**config.mk**
```make
export PLATFORM = sky130hd
export DESIGN_NAME = boot_rom_ctl
export DESIGN_NICKNAME = d
export VERILOG_FILES = /design/src/rtl/boot_rom_ctl_pkg.sv /design/src/rtl/boot_rom_decode.sv /design/src/rtl/boot_rom_seq.sv /design/src/rtl/boot_rom_gather.sv /design/src/rtl/boot_rom_ctl.sv
export SDC_FILE = /design/constraint.sdc
export NUM_CORES = 1
export LEC_CHECK = 0
export BUFFER_PORTS_ARGS = -buffer_cell sky130_fd_sc_hd__buf_2
export CAP_MARGIN = 10
export CELL_PAD_IN_SITES_DETAIL_PLACEMENT = 1
export CELL_PAD_IN_SITES_GLOBAL_PLACEMENT = 1
export CORE_AREA = 2 2 157 159
export DETAILED_ROUTE_END_ITERATION = 8
export DIE_AREA = 0 0 159 161
export PLACE_DENSITY_LB_ADDON = 0.1
export SLEW_MARGIN = 20
export SYNTH_ARGS = -nofsm -noshare
export SYNTH_HDL_FRONTEND = slang
export SYNTH_SLANG_ARGS = --single-unit
```
**constraint.sdc**
```tcl
create_clock -name clk -period 2.28 [get_ports clk]
set_input_delay 0.684 -clock clk [delete_from_list [all_inputs] [get_ports clk]]
set_output_delay 0.684 -clock clk [all_outputs]
set_load 0.005 [all_outputs]
```
**src/rtl/boot_rom_ctl_pkg.sv**
```systemverilog
package boot_rom_ctl_pkg;
   typedef enum logic [1:0] {
      ST_IDLE = 2'd0,
      ST_BEAT = 2'd1,
      ST_DONE = 2'd2
   } rom_st_e;

   localparam int unsigned NUM_BANKS = 2;
   localparam int unsigned LANE_W    = 8;
endpackage

```
**src/rtl/boot_rom_decode.sv**
```systemverilog
module boot_rom_decode #(
   parameter int unsigned ADDR_W    = 32,
   parameter int unsigned BANK_LOG2 = 23
) (
   input  logic [ADDR_W-1:0] addr,
   output logic              hit,
   output logic              bank_sel
);
   // The window is the top two banks: every bit above the bank-select bit is set.
   assign hit      = &addr[ADDR_W-1:BANK_LOG2+1];
   // Upper half of the window is bank 0, lower half is bank 1.
   assign bank_sel = ~addr[BANK_LOG2];
endmodule

```
**src/rtl/boot_rom_seq.sv**
```systemverilog
module boot_rom_seq
   import boot_rom_ctl_pkg::*;
#(
   parameter int unsigned ROM_AW    = 21,
   parameter int unsigned LANE_LOG2 = 3,
   parameter int unsigned WAIT_W    = 4
) (
   input  logic                  clk,
   input  logic                  rst_n,
   input  logic                  start,
   input  logic                  start_write,
   input  logic                  start_bank,
   input  logic                  start_narrow,
   input  logic [ROM_AW-1:0]     start_addr,
   input  logic [WAIT_W-1:0]     wait_cfg,
   output logic                  busy,
   output logic                  done,
   output logic [NUM_BANKS-1:0]  rom_cs,
   output logic                  rom_oe,
   output logic                  rom_we,
   output logic [ROM_AW-1:0]     rom_addr,
   output logic                  cap,
   output logic                  cap_narrow,
   output logic [LANE_LOG2-1:0]  cap_beat
);
   rom_st_e               st;
   logic [WAIT_W-1:0]     cnt;
   logic [WAIT_W-1:0]     wait_q;
   logic [LANE_LOG2-1:0]  beat;
   logic                  bank_q;
   logic                  wr_q;
   logic                  nar_q;
   logic [ROM_AW-1:0]     addr_q;
   logic                  in_beat;
   logic                  beat_end;
   logic                  last_beat;

   assign in_beat   = (st == ST_BEAT);
   assign beat_end  = in_beat && (cnt == '0);
   assign last_beat = !nar_q || wr_q || (&beat);

   always_ff @(posedge clk or negedge rst_n) begin
      if (!rst_n) begin
         st     <= ST_IDLE;
         cnt    <= '0;
         wait_q <= '0;
         beat   <= '0;
         bank_q <= 1'b0;
         wr_q   <= 1'b0;
         nar_q  <= 1'b0;
         addr_q <= '0;
      end else begin
         case (st)
            ST_IDLE: begin
               if (start) begin
                  st     <= ST_BEAT;
                  cnt    <= wait_cfg;
                  wait_q <= wait_cfg;
                  beat   <= '0;
                  bank_q <= start_bank;
                  wr_q   <= start_write;
                  nar_q  <= start_narrow;
                  addr_q <= start_addr;
               end
            end
            ST_BEAT: begin
               if (cnt != '0) begin
                  cnt <= cnt - 1'b1;
               end else if (last_beat) begin
                  st <= ST_DONE;
               end else begin
                  beat                     <= beat + 1'b1;
                  cnt                      <= wait_q;
                  addr_q[LANE_LOG2-1:0]    <= beat + 1'b1;
               end
            end
            ST_DONE: st <= ST_IDLE;
            default: st <= ST_IDLE;
         endcase
      end
   end

   for (genvar b = 0; b < NUM_BANKS; b++) begin : g_cs
      localparam logic BANK_ID = (b != 0);
      assign rom_cs[b] = in_beat && (bank_q == BANK_ID);
   end

   assign busy       = (st != ST_IDLE);
   assign done       = (st == ST_DONE);
   assign rom_oe     = in_beat && !wr_q;
   assign rom_we     = in_beat && wr_q;
   assign rom_addr   = addr_q;
   assign cap        = beat_end && !wr_q;
   assign cap_narrow = nar_q;
   assign cap_beat   = beat;
endmodule

```
**src/rtl/boot_rom_gather.sv**
```systemverilog
module boot_rom_gather
   import boot_rom_ctl_pkg::*;
#(
   parameter int unsigned DATA_W    = 64,
   parameter int unsigned LANE_LOG2 = 3
) (
   input  logic                  clk,
   input  logic                  rst_n,
   input  logic                  cap,
   input  logic                  cap_narrow,
   input  logic [LANE_LOG2-1:0]  cap_beat,
   input  logic [DATA_W-1:0]     din,
   output logic [DATA_W-1:0]     dout
);
   localparam int unsigned LANES = DATA_W / LANE_W;

   for (genvar g = 0; g < LANES; g++) begin : g_lane
      // Beat 0 (lowest byte address) fills the most significant lane.
      localparam int unsigned SLOT = LANES - 1 - g;
      logic [LANE_W-1:0] lane_q;
      always_ff @(posedge clk or negedge rst_n) begin
         if (!rst_n) begin
            lane_q <= '0;
         end else if (cap) begin
            if (!cap_narrow)
               lane_q <= din[g*LANE_W +: LANE_W];
            else if (cap_beat == SLOT[LANE_LOG2-1:0])
               lane_q <= din[LANE_W-1:0];
         end
      end
      assign dout[g*LANE_W +: LANE_W] = lane_q;
   end
endmodule

```
**src/rtl/boot_rom_ctl.sv**
```systemverilog
module boot_rom_ctl
   import boot_rom_ctl_pkg::*;
#(
   parameter int unsigned ADDR_W    = 32,
   parameter int unsigned DATA_W    = 64,
   parameter int unsigned BANK_LOG2 = 23,
   parameter int unsigned NARROW_AW = 21,
   parameter int unsigned WAIT_W    = 4
) (
   input  logic                  clk,
   input  logic                  rst_n,
   input  logic                  cfg_narrow_strap,
   input  logic [WAIT_W-1:0]     cfg_wait,
   input  logic                  req_valid,
   input  logic                  req_write,
   input  logic [ADDR_W-1:0]     req_addr,
   input  logic [DATA_W-1:0]     req_wdata,
   output logic                  busy,
   output logic                  done,
   output logic [DATA_W-1:0]     rd_data,
   output logic [1:0]            rom_cs,
   output logic                  rom_oe,
   output logic                  rom_we,
   output logic [NARROW_AW-1:0]  rom_addr,
   input  logic [DATA_W-1:0]     rom_din,
   output logic [DATA_W-1:0]     rom_dout
);
   localparam int unsigned LANES     = DATA_W / LANE_W;
   localparam int unsigned LANE_LOG2 = $clog2(LANES);
   localparam int unsigned WIDE_AW   = BANK_LOG2 - LANE_LOG2;
   localparam int unsigned ROM_AW    = NARROW_AW;

   if (DATA_W % LANE_W != 0 || (1 << LANE_LOG2) != LANES || LANES < 2) begin : g_bad_data_w
      $error("DATA_W must be a power-of-two multiple of the byte lane, at least two lanes");
   end
   if (NARROW_AW < WIDE_AW || NARROW_AW > BANK_LOG2 || NARROW_AW <= LANE_LOG2) begin : g_bad_aw
      $error("NARROW_AW must cover the wide address and fit inside one bank");
   end
   if (ADDR_W <= BANK_LOG2 + 1) begin : g_bad_addr_w
      $error("ADDR_W too small for the two-bank window");
   end

   logic                  narrow_mode_q;
   logic                  hit;
   logic                  bank_sel;
   logic                  start;
   logic                  start_narrow;
   logic [ROM_AW-1:0]     start_addr;
   logic [DATA_W-1:0]     wdata_q;
   logic                  cap;
   logic                  cap_narrow;
   logic [LANE_LOG2-1:0]  cap_beat;

   // Strap capture: follows the pin only while reset is held.
   always_ff @(posedge clk) begin
      if (!rst_n) narrow_mode_q <= cfg_narrow_strap;
   end

   boot_rom_decode #(
      .ADDR_W    (ADDR_W),
      .BANK_LOG2 (BANK_LOG2)
   ) u_decode (
      .addr     (req_addr),
      .hit      (hit),
      .bank_sel (bank_sel)
   );

   assign start        = req_valid && hit && !busy;
   assign start_narrow = narrow_mode_q && !bank_sel;

   always_comb begin
      if (start_narrow) begin
         if (req_write)
            start_addr = req_addr[ROM_AW-1:0];
         else
            start_addr = {req_addr[ROM_AW-1:LANE_LOG2], {LANE_LOG2{1'b0}}};
      end else begin
         start_addr = ROM_AW'(req_addr[BANK_LOG2-1:LANE_LOG2]);
      end
   end

   always_ff @(posedge clk or negedge rst_n) begin
      if (!rst_n)
         wdata_q <= '0;
      else if (start)
         wdata_q <= start_narrow ? DATA_W'(req_wdata[LANE_W-1:0]) : req_wdata;
   end
   assign rom_dout = wdata_q;

   boot_rom_seq #(
      .ROM_AW    (ROM_AW),
      .LANE_LOG2 (LANE_LOG2),
      .WAIT_W    (WAIT_W)
   ) u_seq (
      .clk          (clk),
      .rst_n        (rst_n),
      .start        (start),
      .start_write  (req_write),
      .start_bank   (bank_sel),
      .start_narrow (start_narrow),
      .start_addr   (start_addr),
      .wait_cfg     (cfg_wait),
      .busy         (busy),
      .done         (done),
      .rom_cs       (rom_cs),
      .rom_oe       (rom_oe),
      .rom_we       (rom_we),
      .rom_addr     (rom_addr),
      .cap          (cap),
      .cap_narrow   (cap_narrow),
      .cap_beat     (cap_beat)
   );

   boot_rom_gather #(
      .DATA_W    (DATA_W),
      .LANE_LOG2 (LANE_LOG2)
   ) u_gather (
      .clk        (clk),
      .rst_n      (rst_n),
      .cap        (cap),
      .cap_narrow (cap_narrow),
      .cap_beat   (cap_beat),
      .din        (rom_din),
      .dout       (rd_data)
   );
endmodule

```
==> reports/metrics.cfg <==
[status]
outcome=finished clean

[logic_synthesis]
ys_types=42
syn_inst=759
ys_seq_area_frac=0.567
synth_top_cells_by_area=dfrtp_1, nand2_1, nand3_1
syn-num-nets=935
yosys.area.top_type_share=0.563
synth_area_leader_cell=dfrtp_1
yosys_warnings=0
syn-cell-area_mm2=0.00734
ys_ff_latch=166
avgSynthCellArea_um2=9.67

[final_layout]
syn_to_final_growth_pct=38.3
fin_nets=1262
drive_gt1_frac=0.389
final.fill_count=2904
final_cells=1429
final_util=0.423

[worst_setup_path]
startpoint_type=flip-flop
critPathBufInv=2
r2r_end=u_seq.rom_addr[0]
slowest_delay_ns=0.48
worstSetupPathType=flip-flop to primary output
r2r_setup_slack_ns=0.13
crit_path_max_fanout=7
slowest_stage=dfrtp_1
reg2reg_depth=5
arrival_ns=1.48
worstSetupEndpointType=primary output
crit_required_ns=1.60
critPathTopFamily=flip-flops
rr_startpoint=u_seq.cnt[0]
crit_chain=buf_4 > and2_1 > buf_2

[placed_design]
dp_slack_ns=-0.0669
dpl.hpwl_mm=17.6
place_congestion=0.745
port-buffer-count=323
dp_cells=1391

[power]
ir_worst_vdd_mv=0.436
p_leak_nw=5.34
p_per_area_mw_per_mm2=791

[routing]
ant_nets=0
wl_met3_mm=1.28
vias=6613
drt_iter0_drc=375
wl_per_cell_um=16.9
dr.pass1.iters=4
met1_length_mm=10.5
drt-total-wl_mm=24.2
viasPerCell=4.63
wl_met2_mm=12.1
remaining_drc_errors=0
maxUsedRoutingLayer=met5

[cts]
cts_root_buf=clkbuf_16
cts_buffers=17
cts_setup_buffers=0
postCtsHoldBufs=0
clk_latency_ns=0.43
path_clk_slew_ns=0.07
cts_tree=built
clock_path_buffers=2
cts.sinks=166
h-tree-depth=4
cts_resized=0

[sta]
hold_viol_final=0
timing.hold.ws_ns=0.0884
worst_clock_skew_ns=0.0128
finalSetupViolCount=0
tns_ns=0
max_freq_mhz=462
slew_headroom=0.509
fin_crit_sh=0.948
min_period_ns=2.16
rsz0062_at_grt=no
layout_setup_ws_ns=0.118
worstMarginPinSlew_ns=0.731
drv_slew=0

[global_routing]
grt_max_degree=109
grt_antenna_before_repair=4
grt_pass1_wl_mm=38.8
grt_pass1_vias=6916
grt_overflow_total=0
grt_util_all_layers=0.190

[floorplan]
die_y_um=161
die_area_mm2=0.0256
start_util=0.306
fp.dieW_um=159
coreArea_mm2=0.0240
row_count=57
num_io_pins=324

[run]
drv_cap=0

[worst_hold_path]
min_path_type=primary input to async pin

[flip-flops by register name, summed over array words and instances (netlist names)]
name	count
u_gather.g_lane.lane_q	64
u_seq.rom_addr	21
u_seq.st	2
rom_dout	64
u_seq.bank_q	1
u_seq.wait_q	4
narrow_mode_q	1
u_seq.cap_beat	3
u_seq.cnt	4
u_seq.cap_narrow	1
u_seq.wr_q	1
[report_power, final]
part / switching, W / total [W] / internal (W)
clock: 0.00132 / 0.00286 / 0.00154
combinational: 0.000794 / 0.00157 / 0.000781
sequential: 0.000229 / 0.00359 / 0.00336
total: 0.00234 / 0.00802 / 0.00568
[how the worst max path moves through the flow]
stage | slack (ns) | start | to | cells after the start
after floorplan | 0.16 | u_seq.cnt[0] | u_seq.cap_beat[0] | 6
after global placement | -0.05 | req_addr[25] | u_seq.rom_addr[0] | 6
after detailed placement | -0.07 | req_addr[25] | u_seq.rom_addr[0] | 6
after CTS | 0.04 | u_seq.st[1] | rom_oe | 3
after global routing | 0.02 | u_seq.wr_q | rom_we | 3
final | 0.12 | u_seq.wr_q | rom_we | 3
[cell usage after synthesis, drive strengths merged]
cell,n
ha,7
nor4bb,1
o2111ai,1
o2bb2ai,1
or2b,1
o311ai,1
or3,2
nor3b,1
or4,1
inv,18
clkbuf,27
nor2b,2
buf,20
a21oi,2
nor3,1
nand4,3
nand2b,4
nand3,61
edfxtp,1
mux2,21
a21boi,1
dfrtp,165
and3,2
o211ai,3
and4,1
o41ai,1
or3b,2
or2,2
a32o,1
a31oi,51
and2,3
nand2,239
o21ai,31
nor2,56
mux2i,19
a2111oi,6
[routing by layer]
| metal | track usage | up-vias |
|---|---|---|
| met5 | 0 | - |
| met4 | 0.0430 | 2 |
| met3 | 0.0496 | 22 |
| met2 | 0.322 | 188 |
| met1 | 0.246 | 3193 |
| li1 | - | 3208 |
[metrics by stage]
| stage | total power (W) | area [um2] |
|---|---|---|
| 2_1_floorplan | 0.00436 | 7340 |
| 3_3_place_gp | 0.00521 | 9550 |
| 3_5_place_dp | 0.00525 | 9550 |
| 4_1_cts | 0.00816 | 10100 |
| 5_1_grt | 0.00848 | 10100 |
| 6_report | 0.00802 | 10100 |
[kinds of logic (layout without fill, tap and decap cells)]
kind of cell             Yosys count  in the layout  synth area share
buffers and inverters             65            405            0.0421
AO/OA/AOI/OAI                     99             99             0.104
adder cells (fa/ha/maj)            7              7            0.0119
other                              0              6                 0
AND/OR/NAND/NOR                  382            382             0.217
multiplexers                      40             40            0.0582
flip-flops                       166            166             0.567
[final cells by class]
| type | count | area (um2) | area share |
|---|---|---|---|
| sequential | 166 | 4160 | 0.410 |
| multi-input combinational | 528 | 2900 | 0.286 |
| timing repair buffer | 355 | 2030 | 0.200 |
| clock buffer | 18 | 429 | 0.0423 |
| tap | 324 | 405 | 0.0400 |
| clock inverter | 14 | 145 | 0.0143 |
| inverter | 18 | 67.6 | 0.00666 |
| antenna | 6 | 15.0 | 0.00148 |
[layout by cell type (no fill, tap or decap), drive strengths merged, types with 2 or more instances in the layout]
cell type	Yosys	final
buf	20	355
nand2	239	239
dfrtp	165	165
nand3	61	61
nor2	56	56
a31oi	51	51
o21ai	31	31
inv	18	23
mux2	21	21
mux2i	19	19
clkbuf	27	18
ha	7	7
diode	0	6
a2111oi	6	6
clkinv	0	6
nand2b	4	4
and2	3	3
nand4	3	3
o211ai	3	3
or2	2	2
a21oi	2	2
clkinvlp	0	2
nor2b	2	2
or3b	2	2
and3	2	2
or3	2	2
Note: power is estimated with default switching activity, not from simulation.
